===== src/rtl/mac_sat_pkg.sv =====
package mac_sat_pkg;
  localparam int unsigned WORD_W = 32;
  localparam int unsigned HALF_W = 16;
  localparam int unsigned ACC_W  = 2 * WORD_W;
  localparam int unsigned SAT_LONG_W = 48;

  typedef enum logic {
    OP_WORD = 1'b0,
    OP_LONG = 1'b1
  } mac_op_e;

  typedef struct packed {
    mac_op_e op;
    logic    sat;
  } mac_ctl_t;
endpackage


===== src/rtl/mac_mul_stage.sv =====
module mac_mul_stage
  import mac_sat_pkg::*;
#(
  parameter int unsigned DW = WORD_W,
  parameter int unsigned NW = HALF_W,
  localparam int unsigned PW = 2 * DW
) (
  input  logic                 clk,
  input  logic                 rst_n,
  input  logic                 start_i,
  input  logic                 kill_i,
  input  mac_ctl_t             ctl_i,
  input  logic [DW-1:0]        opa_i,
  input  logic [DW-1:0]        opb_i,
  output logic                 vld_o,
  output mac_ctl_t             ctl_o,
  output logic signed [PW-1:0] prod_o
);
  logic signed [DW-1:0] a_ext, b_ext;
  logic signed [PW-1:0] a_wide, b_wide;
  logic signed [PW-1:0] prod_d;
  logic                 vld_d;
  logic                 cap_en;

  always_comb begin
    if (ctl_i.op == OP_LONG) begin
      a_ext = opa_i;
      b_ext = opb_i;
    end else begin
      a_ext = {{(DW-NW){opa_i[NW-1]}}, opa_i[NW-1:0]};
      b_ext = {{(DW-NW){opb_i[NW-1]}}, opb_i[NW-1:0]};
    end
    a_wide = {{DW{a_ext[DW-1]}}, a_ext};
    b_wide = {{DW{b_ext[DW-1]}}, b_ext};
    prod_d = a_wide * b_wide;
    cap_en = start_i & ~kill_i;
    vld_d  = cap_en;
  end

  always_ff @(posedge clk or negedge rst_n) begin
    if (!rst_n) begin
      vld_o <= 1'b0;
    end else begin
      vld_o <= vld_d;
    end
  end

  always_ff @(posedge clk or negedge rst_n) begin
    if (!rst_n) begin
      ctl_o  <= '0;
      prod_o <= '0;
    end else if (cap_en) begin
      ctl_o  <= ctl_i;
      prod_o <= prod_d;
    end
  end
endmodule


===== src/rtl/mac_sat_unit.sv =====
module mac_sat_unit
  import mac_sat_pkg::*;
#(
  parameter int unsigned DW  = WORD_W,
  parameter int unsigned LSW = SAT_LONG_W,
  localparam int unsigned PW = 2 * DW,
  localparam int unsigned SW = PW + 1
) (
  input  logic [DW-1:0]        hi_i,
  input  logic [DW-1:0]        lo_i,
  input  logic signed [PW-1:0] prod_i,
  input  mac_ctl_t             ctl_i,
  output logic [DW-1:0]        hi_o,
  output logic [DW-1:0]        lo_o
);
  localparam logic signed [SW-1:0] ONE    = SW'(1);
  localparam logic signed [SW-1:0] W_MAX  = (ONE <<< (DW - 1)) - ONE;
  localparam logic signed [SW-1:0] W_MIN  = -(ONE <<< (DW - 1));
  localparam logic signed [SW-1:0] L_MAX  = (ONE <<< (LSW - 1)) - ONE;
  localparam logic signed [SW-1:0] L_MIN  = -(ONE <<< (LSW - 1));

  logic signed [SW-1:0] acc_ext, prod_ext, sum;
  logic                 over_hi, over_lo;
  logic signed [SW-1:0] hi_bound, lo_bound;

  always_comb begin
    acc_ext  = {hi_i[DW-1], hi_i, lo_i};
    prod_ext = {prod_i[PW-1], prod_i};
    sum      = acc_ext + prod_ext;

    if (ctl_i.op == OP_LONG) begin
      hi_bound = L_MAX;
      lo_bound = L_MIN;
    end else begin
      hi_bound = W_MAX;
      lo_bound = W_MIN;
    end
    over_hi = ctl_i.sat && (sum > hi_bound);
    over_lo = ctl_i.sat && (sum < lo_bound);

    hi_o = sum[PW-1:DW];
    lo_o = sum[DW-1:0];
    if (over_hi || over_lo) begin
      if (ctl_i.op == OP_LONG) begin
        hi_o = over_hi ? L_MAX[PW-1:DW] : L_MIN[PW-1:DW];
        lo_o = over_hi ? L_MAX[DW-1:0]  : L_MIN[DW-1:0];
      end else begin
        hi_o = DW'(1);
        lo_o = over_hi ? W_MAX[DW-1:0] : W_MIN[DW-1:0];
      end
    end
  end
endmodule


===== src/rtl/mac_acc_reg.sv =====
module mac_acc_reg
  import mac_sat_pkg::*;
#(
  parameter int unsigned DW = WORD_W
) (
  input  logic          clk,
  input  logic          rst_n,
  input  logic          clr_i,
  input  logic          ld_hi_i,
  input  logic          ld_lo_i,
  input  logic [DW-1:0] ld_data_i,
  input  logic          wr_en_i,
  input  logic [DW-1:0] wr_hi_i,
  input  logic [DW-1:0] wr_lo_i,
  output logic [DW-1:0] hi_o,
  output logic [DW-1:0] lo_o
);
  logic [DW-1:0] hi_d, lo_d;
  logic          upd_en;

  always_comb begin
    hi_d   = hi_o;
    lo_d   = lo_o;
    upd_en = clr_i | ld_hi_i | ld_lo_i | wr_en_i;
    if (clr_i) begin
      hi_d = '0;
      lo_d = '0;
    end else if (ld_hi_i || ld_lo_i) begin
      if (ld_hi_i) hi_d = ld_data_i;
      if (ld_lo_i) lo_d = ld_data_i;
    end else if (wr_en_i) begin
      hi_d = wr_hi_i;
      lo_d = wr_lo_i;
    end
  end

  always_ff @(posedge clk or negedge rst_n) begin
    if (!rst_n) begin
      hi_o <= '0;
      lo_o <= '0;
    end else if (upd_en) begin
      hi_o <= hi_d;
      lo_o <= lo_d;
    end
  end

  // clear zeroes both halves at the next edge
  a_r8_clear_zeroes: assert property (@(posedge clk) disable iff (!rst_n)
    clr_i |=> (hi_o == '0 && lo_o == '0));

  // a load of one half leaves the other half untouched
  a_r9_load_hi_only: assert property (@(posedge clk) disable iff (!rst_n)
    (!clr_i && ld_hi_i && !ld_lo_i) |=> (hi_o == $past(ld_data_i) && $stable(lo_o)));
endmodule


===== src/rtl/mac_sat_top.sv =====
module mac_sat_top
  import mac_sat_pkg::*;
#(
  parameter int unsigned DW  = WORD_W,
  parameter int unsigned NW  = HALF_W,
  parameter int unsigned LSW = SAT_LONG_W,
  localparam int unsigned PW = 2 * DW
) (
  input  logic          clk,
  input  logic          rst_n,
  input  logic          start,
  input  logic          op_long,
  input  logic          sat_en,
  input  logic [DW-1:0] opa,
  input  logic [DW-1:0] opb,
  input  logic          acc_clr,
  input  logic          load_hi,
  input  logic          load_lo,
  input  logic [DW-1:0] load_data,
  output logic          done,
  output logic [DW-1:0] acc_hi,
  output logic [DW-1:0] acc_lo
);
  logic                 rst_meta, rst_sync_n;
  logic                 kill;
  mac_ctl_t             ctl_in, ctl_q;
  logic                 vld_q;
  logic signed [PW-1:0] prod_q;
  logic [DW-1:0]        new_hi, new_lo;
  logic                 wr_en;
  logic                 done_d;

  always_ff @(posedge clk or negedge rst_n) begin
    if (!rst_n) begin
      rst_meta   <= 1'b0;
      rst_sync_n <= 1'b0;
    end else begin
      rst_meta   <= 1'b1;
      rst_sync_n <= rst_meta;
    end
  end

  always_comb begin
    kill      = acc_clr | load_hi | load_lo;
    ctl_in.op = op_long ? OP_LONG : OP_WORD;
    ctl_in.sat = sat_en;
    wr_en     = vld_q & ~kill;
    done_d    = wr_en;
  end

  mac_mul_stage #(.DW(DW), .NW(NW)) mul_i (
    .clk    (clk),
    .rst_n  (rst_sync_n),
    .start_i(start),
    .kill_i (kill),
    .ctl_i  (ctl_in),
    .opa_i  (opa),
    .opb_i  (opb),
    .vld_o  (vld_q),
    .ctl_o  (ctl_q),
    .prod_o (prod_q)
  );

  mac_sat_unit #(.DW(DW), .LSW(LSW)) sat_i (
    .hi_i  (acc_hi),
    .lo_i  (acc_lo),
    .prod_i(prod_q),
    .ctl_i (ctl_q),
    .hi_o  (new_hi),
    .lo_o  (new_lo)
  );

  mac_acc_reg #(.DW(DW)) acc_i (
    .clk      (clk),
    .rst_n    (rst_sync_n),
    .clr_i    (acc_clr),
    .ld_hi_i  (load_hi),
    .ld_lo_i  (load_lo),
    .ld_data_i(load_data),
    .wr_en_i  (wr_en),
    .wr_hi_i  (new_hi),
    .wr_lo_i  (new_lo),
    .hi_o     (acc_hi),
    .lo_o     (acc_lo)
  );

  always_ff @(posedge clk or negedge rst_sync_n) begin
    if (!rst_sync_n) begin
      done <= 1'b0;
    end else begin
      done <= done_d;
    end
  end

  // an uncancelled start produces done two edges later
  a_r7_done_latency: assert property (@(posedge clk) disable iff (!rst_sync_n)
    (start && !kill) ##1 !kill |=> done);

  // no done without a start two cycles earlier
  a_r8_no_spurious_done: assert property (@(posedge clk) disable iff (!rst_sync_n)
    done |-> $past(start, 2));

  // saturated word result is 32-bit in range or a marked clamp
  a_r5_word_sat_range: assert property (@(posedge clk) disable iff (!rst_sync_n)
    (wr_en && ctl_q.op == OP_WORD && ctl_q.sat) |=>
      ((acc_hi == {DW{acc_lo[DW-1]}}) ||
       (acc_hi == DW'(1) && (acc_lo == {1'b0, {(DW-1){1'b1}}} || acc_lo == {1'b1, {(DW-1){1'b0}}}))));

  // saturated long result keeps the high half inside the 48-bit range
  a_r6_long_sat_range: assert property (@(posedge clk) disable iff (!rst_sync_n)
    (wr_en && ctl_q.op == OP_LONG && ctl_q.sat) |=>
      ((acc_hi[DW-1:LSW-DW-1] == '0) || (acc_hi[DW-1:LSW-DW-1] == '1)));
endmodule


===== config.mk =====
export PLATFORM = sky130hd
export DESIGN_NAME = mac_sat_top
export DESIGN_NICKNAME = d
export VERILOG_FILES = /design/src/rtl/mac_sat_pkg.sv /design/src/rtl/mac_mul_stage.sv /design/src/rtl/mac_sat_unit.sv /design/src/rtl/mac_acc_reg.sv /design/src/rtl/mac_sat_top.sv
export SDC_FILE = /design/constraint.sdc
export NUM_CORES = 2
export LEC_CHECK = 0
export BUFFER_PORTS_ARGS = -buffer_cell sky130_fd_sc_hd__clkbuf_2
export CORE_ASPECT_RATIO = 1.2
export CORE_MARGIN = 2
export CORE_UTILIZATION = 45
export CTS_CLUSTER_SIZE = 40
export DETAILED_ROUTE_END_ITERATION = 10
export PLACE_DENSITY_LB_ADDON = 0.3
export SLEW_MARGIN = 25
export SYNTH_ARGS = -nofsm -noshare
export SYNTH_HDL_FRONTEND = slang
export SYNTH_SLANG_ARGS = --single-unit
export TNS_END_PERCENT = 30

===== constraint.sdc =====
create_clock -name clk -period 4.5 [get_ports clk]
set_input_delay 0.675 -clock clk [delete_from_list [all_inputs] [get_ports clk]]
set_output_delay 0.675 -clock clk [all_outputs]
set_load 0.02 [all_outputs]

## Word level (Yosys, flattened, before mapping)

Cells that the tools add are included.

| storage, ports and cells | value |
|---|---|
| input bits | 104 |
| word-level logic and storage cells | 48 |
| bits in registers | 134 |
| output and inout bits | 65 |

| cells by class | value |
|---|---|
| bitwise gates (word level) | 6 |
| mux-type cells | 20 |
| $mul | 1 |
| add/sub/neg operators | 1 |
| order comparisons | 2 |
| reductions and logical operators | 7 |
| equal/unequal tests | 2 |

Operators by type and width:

| kind | count |
|---|---|
| $mux W32 | 17 |
| $mux W47 | 2 |
| $add A64 B64 Y65 | 1 |
| $gt A65 B65 Y1 | 1 |
| $lt A65 B48 Y1 | 1 |
| $mul A32 B32 Y64 | 1 |
| $ne A3 B3 Y1 const B | 2 |
| $reduce_and A3 Y1 | 2 |
| $or A1 B1 Y1 | 3 |
| $reduce_bool A3 Y1 | 1 |
| $and A1 B1 Y1 | 2 |
| $logic_and A1 B1 Y1 | 2 |
| $logic_or A1 B1 Y1 | 2 |
| $mux W1 | 1 |
| $not A1 Y1 | 1 |

## Logic depth before layout (Yosys ltp)

| depth | value |
|---|---|
| depth after elaboration | 9 |
| depth in mapped cells | 34 |
| gate-level depth less buffers | 29 |

## Hierarchy

A second synthesis with hierarchy kept.

| second synthesis, totals | value |
|---|---|
| cells, all modules | 5,424 |
| area, all modules | 48,131.2 um^2 |

By module, submodules not included:

| module | times used | sequential area each (um^2) | cells an instance | area each (um^2) |
|---|---|---|---|---|
| mac_mul_stage | 1 | 1,676.6 | 4,262 | 39,052.5 |
| mac_sat_unit | 1 | 0.0 | 898 | 6,039.5 |
| mac_acc_reg | 1 | 1,601.5 | 258 | 2,945.3 |
| mac_sat_top | 1 | 75.1 | 6 | 93.8 |

## Worst setup path before layout

Ideal clock, no wire load.

| path | value |
|---|---|
| path kind | input to register |
| from | in op_long |
| to | reg mul_i.prod_o[63] |
| path slack | -4,263 ps |
| required time | 4,413 ps |
| library setup time | 87 ps |
| cell stages on the path | 31 |
| path buffers | 3 |
| data arrival time | 8,676 ps |
| cell sequence | clkbuf_1 > clkbuf_1 > nand2_1 > nand2_1 > clkbuf_1 > nand2_1 > inv_1 > fa_1 > inv_1 > fa_1 > inv_1 > fa_1 > fa_1 > inv_1 > fa_1 > inv_1 > fa_1 > inv_1 > fa_1 > inv_1 > fa_1 > ha_1 > a21oi_1 > a21boi_0 > o21ai_0 > nand2b_1 > a21o_1 > a21o_1 > a221o_1 > a311o_1 > o211ai_1 |

| on the way | value |
|---|---|
| cells in the longest elaborated chain, start to end | 3 |
| elaborated cells between the ends (all ways) | 4 |
| classes of those cells | mul (1); mux (3) |

RTL lines:

| element | RTL line | RTL |
|---|---|---|
| from (decl) | mac_sat_top.sv:12 | `input logic op_long,` |
| $mux W1 * | mac_sat_top.sv:45 | `ctl_in.op = op_long ? OP_LONG : OP_WORD;` |
| $mux W32 | mac_mul_stage.sv:26 | `if (ctl_i.op == OP_LONG) begin` |
| $mul A32 B32 Y64 * | mac_mul_stage.sv:35 | `prod_d = a_wide * b_wide;` |
| to (signal assigned) | mac_mul_stage.sv:54 | `prod_o <= prod_d;` |
| to (decl) | mac_mul_stage.sv:17 | `output logic signed [PW-1:0] prod_o` |

Every way passes the cells marked *; elsewhere a longest branch is shown, timed or not.
A chain may end at the register's enable or synchronous reset.

## Final worst setup path

| path | value |
|---|---|
| from | in op_long |
| to | reg mul_i.prod_o[58] |

The elaborated chain is that of the path after synthesis.

==> summary.txt <==
Outcome
  • Status: finished with violations
  • Failing checks: negative setup slack

STA
  • Slew @ Worst Pin: roughly 1.1 ns
  • Max Clk Rate: 0.126 GHz
  • Unrepaired setup endpoints after global routing: true
  • Fin crit share: 176%
  • Tmin final: 7.91 ns
  • Fin. max-slew vios: 0
  • Worst slew margin: 23.9%
  • Fin Hold WS: 0.369 ns
  • Setup violations, final: 120
  • Clk_skew: 0.0125 ns
  • Final WS setup: -3.41 ns
  • Final hold violation count: 0
  • Sum Neg Setup Slack: -240.91 ns

Die
  • Die area: 110000 um2
  • Initial Util: around 46%
  • Core region area: ~110000 um2
  • Die Y: 364 um
  • Io pins: roughly 170
  • Die width: 304 um
  • Row cnt: 131

Synth
  • Top cells by area, synth: fa_1 45%, inv_1 8.1%, ha_1 7.3%
  • Syn. warnings: 0
  • Netlist cell types: 104
  • Top cells by instance count after synthesis: 1083 x fa_1, 1043 x inv_1, 787 x nand2_1
  • Largest area contributor in the netlist: fa_1
  • Mapped Nets: 6956
  • Syn Area/Cell: 8.85 um2
  • Asr flop ratio synth: between 90% and 100%
  • Top-area cell type share of the netlist area: 44.7%
  • Post-synth EDFFs: 0
  • Syn Std Cell Area: 48500 um2
  • Post-synthesis sequential area ratio: 6.91%
  • Mapped Cells: 5485
  • Most common cell in the synthesized netlist: fa_1
  • Flops & latches, synth: 134
  • Main synth FF type: dfrtp_1

CTS
  • Number of buffers created by CTS: 17
  • Insertion delay to the later sink of the worst-skew pair: between 0.4 and 0.5 ns
  • Root buffer cell: clkbuf_16
  • CTS max path bufs: 2
  • Clock Pin Slew Worst Setup and Hold Paths: 0.07 ns
  • Htree depth: 4
  • CTS tree: built
  • Clk sinks: 134

Global route
  • Global-route wire length before repair: between 200000 and 300000 um
  • Pin count of the biggest net entering global routing: 106
  • Grt ovf: 0
  • Number of global-route vias before repair: 44900
  • Initial antenna violation count: 6
  • Total GRT Usage: between 20% and 30%

Setup path
  • Max FO, Critical Path: 8
  • Setup CP Type: in -> reg
  • CP Buf/Inv Count: 7
  • CP startpoint kind: primary input
  • CP peak stage delay: 0.67 ns
  • CP delay by family, top: adder cells
  • Crit-path slowest cell: fa_2
  • CP Data Arrival Time: 8.25 ns
  • Req. time, crit path: 4.84 ns
  • Worst path most repeated cell: fa_1
  • Critical path capture point type: flip-flop

Place
  • GP Congestion: 1.02
  • Port Buffer Count: 168
  • Placed insts: 7766
  • Hpwl dp: roughly 140000 um

Layout
  • Multi-input gate area: 41100 um2
  • Post-layout nets: roughly 8000
  • Synth-to-layout area growth: 24.4%
  • FF/Latch Area: 3360 um2
  • Fraction of layout cells with a size suffix above 1: 24.3%
  • Final Non-Filler Cells: approximately 8000
  • Fill cells: 9545
  • Finished Core Util: 56.6%

Routing
  • Iteration-0 DRC Markers: 2805
  • Routed via count: 42200
  • Detailed Route WL: 162000 um
  • Wire per inst: just over 20 um
  • Pre-antenna DRT Iters: 6
  • Via/cell ratio: roughly 5.4
  • Routed Antenna Nets: 0
  • Drt drc: 0

Flow run
  • Number of max-cap violations: 0

Hold path
  • Worst hold path class: reg -> reg
## path summary, 6_finish.rpt
path                           startpoint               end  slack (ns)  cells past startpoint
hold reg to reg                  rst_meta        rst_sync_n        0.37                      0
hold / removal                   rst_meta        rst_sync_n        0.37                      0
setup reg to reg           acc_i.lo_o[21]    acc_i.hi_o[25]       -1.76                     28
max in group asynchronous      rst_sync_n  mul_i.prod_o[63]        3.13                      1
min in group asynchronous      rst_sync_n   mul_i.prod_o[0]        0.44                      0
setup / recovery                  op_long  mul_i.prod_o[58]       -3.41                     30
## flip-flops by register name, indices dropped and copies added (netlist names)
name          count
mul_i.prod_o     64
rst_sync_n        1
acc_i.hi_o       32
acc_i.lo_o       32
rst_meta          1
done              1
mul_i.vld_o       1
mul_i.ctl_o       2
## per-stage QoR
stage	area (um2)	setup slack [ns]
floorplan	48900	-3.64
global placement	58100	-4.08
detailed placement	58100	-4.21
CTS	59500	-3.38
global route	60300	-3.66
finish	60400	-3.41
## worst register-to-register path, delay by kind of cell, from the launching register on
kind	cells	cell delay (ns)
xor gates and xnor gates	1	0.17
DFF	1	0.41
AOI/OAI and AO/OA	8	2.07
and+or+nand+nor	13	2.26
adders and majority gates	3	0.82
buffers and inverters	3	0.42
## placed cells by master (no fill, tap or decap), types with 12 or more instances in the layout
master | netlist | routed
ha_4 | 0 | 17
ha_1 | 284 | 264
a221oi_1 | 30 | 27
a211oi_1 | 16 | 12
nand2_1 | 787 | 743
a21o_1 | 75 | 75
nor3_1 | 41 | 36
o21bai_1 | 50 | 49
clkbuf_2 | 3 | 150
nor2_1 | 258 | 248
nand2_4 | 0 | 16
a221oi_2 | 12 | 14
a31oi_1 | 16 | 13
a21oi_2 | 5 | 29
o21ai_0 | 161 | 114
buf_12 | 0 | 42
buf_6 | 16 | 45
o21a_1 | 18 | 18
xnor2_1 | 60 | 52
buf_4 | 6 | 953
o211ai_1 | 67 | 67
o21ai_1 | 14 | 52
and3_1 | 19 | 19
fa_2 | 0 | 35
inv_1 | 1043 | 1024
clkbuf_16 | 0 | 19
inv_2 | 1 | 18
nand2_2 | 0 | 25
and2_1 | 437 | 425
or2_2 | 17 | 17
buf_8 | 0 | 12
a21oi_1 | 203 | 177
fa_1 | 1083 | 1048
dfrtp_1 | 134 | 133
nand4_1 | 41 | 41
nand3_1 | 48 | 46
nor3b_1 | 18 | 18
xor2_1 | 42 | 38
## metal layers
layer | routed length, um | track usage [%] | vias to the layer above | share of wire (%)
met2 | 81300 | 52.1 | 1488 | 50
met1 | 61700 | 36.1 | 21400 | 38
met4 | 10100 | 15.9 | 2 | 6.2
met5 | 13 | 0 | - | 0.0080
li1 | - | - | 18900 | -
met3 | 8940 | 3.33 | 454 | 5.5
## area by class of cell
cell class / instances / share of cell area, %
Antenna cell: 4 / 0.0166
Sequential cell: 134 / 5.56
Timing Repair Buffer: 1217 / 15.9
Tap cell: 1396 / 2.89
Clock buffer: 19 / 0.750
Multi-Input combinational cell: 4017 / 68.1
Inverter: 1046 / 6.52
Clock inverter: 13 / 0.222
## kinds of logic (layout without fill, tap and decap cells)
logic type / count (synthesis) / count (layout) / synth area share (%)
flip-flops: 134 / 134 / 6.91
other: 1 / 5 / 0.00773
adder cells (fa/ha/maj): 1367 / 1367 / 52.0
AO/OA/AOI/OAI: 792 / 792 / 11.1
buffers and inverters: 1334 / 2295 / 10.7
AND/OR/NAND/NOR: 1751 / 1751 / 17.3
XOR/XNOR: 102 / 102 / 1.84
multiplexers: 4 / 4 / 0.0903
## repair_timing
action                                  4_1_cts  5_1_grt
buffers inserted                             19       23
pin swaps                                    77      135
hold endpoints to repair                      2        0
endpoints found under the setup margin      120      121
cloned                                        0        1
resized for setup                           171      208
hold buffers                                  1        0
Power is left out: the tool's default activity adds up to more than one toggle a clock period on the data nets, which glitch-free logic cannot reach.
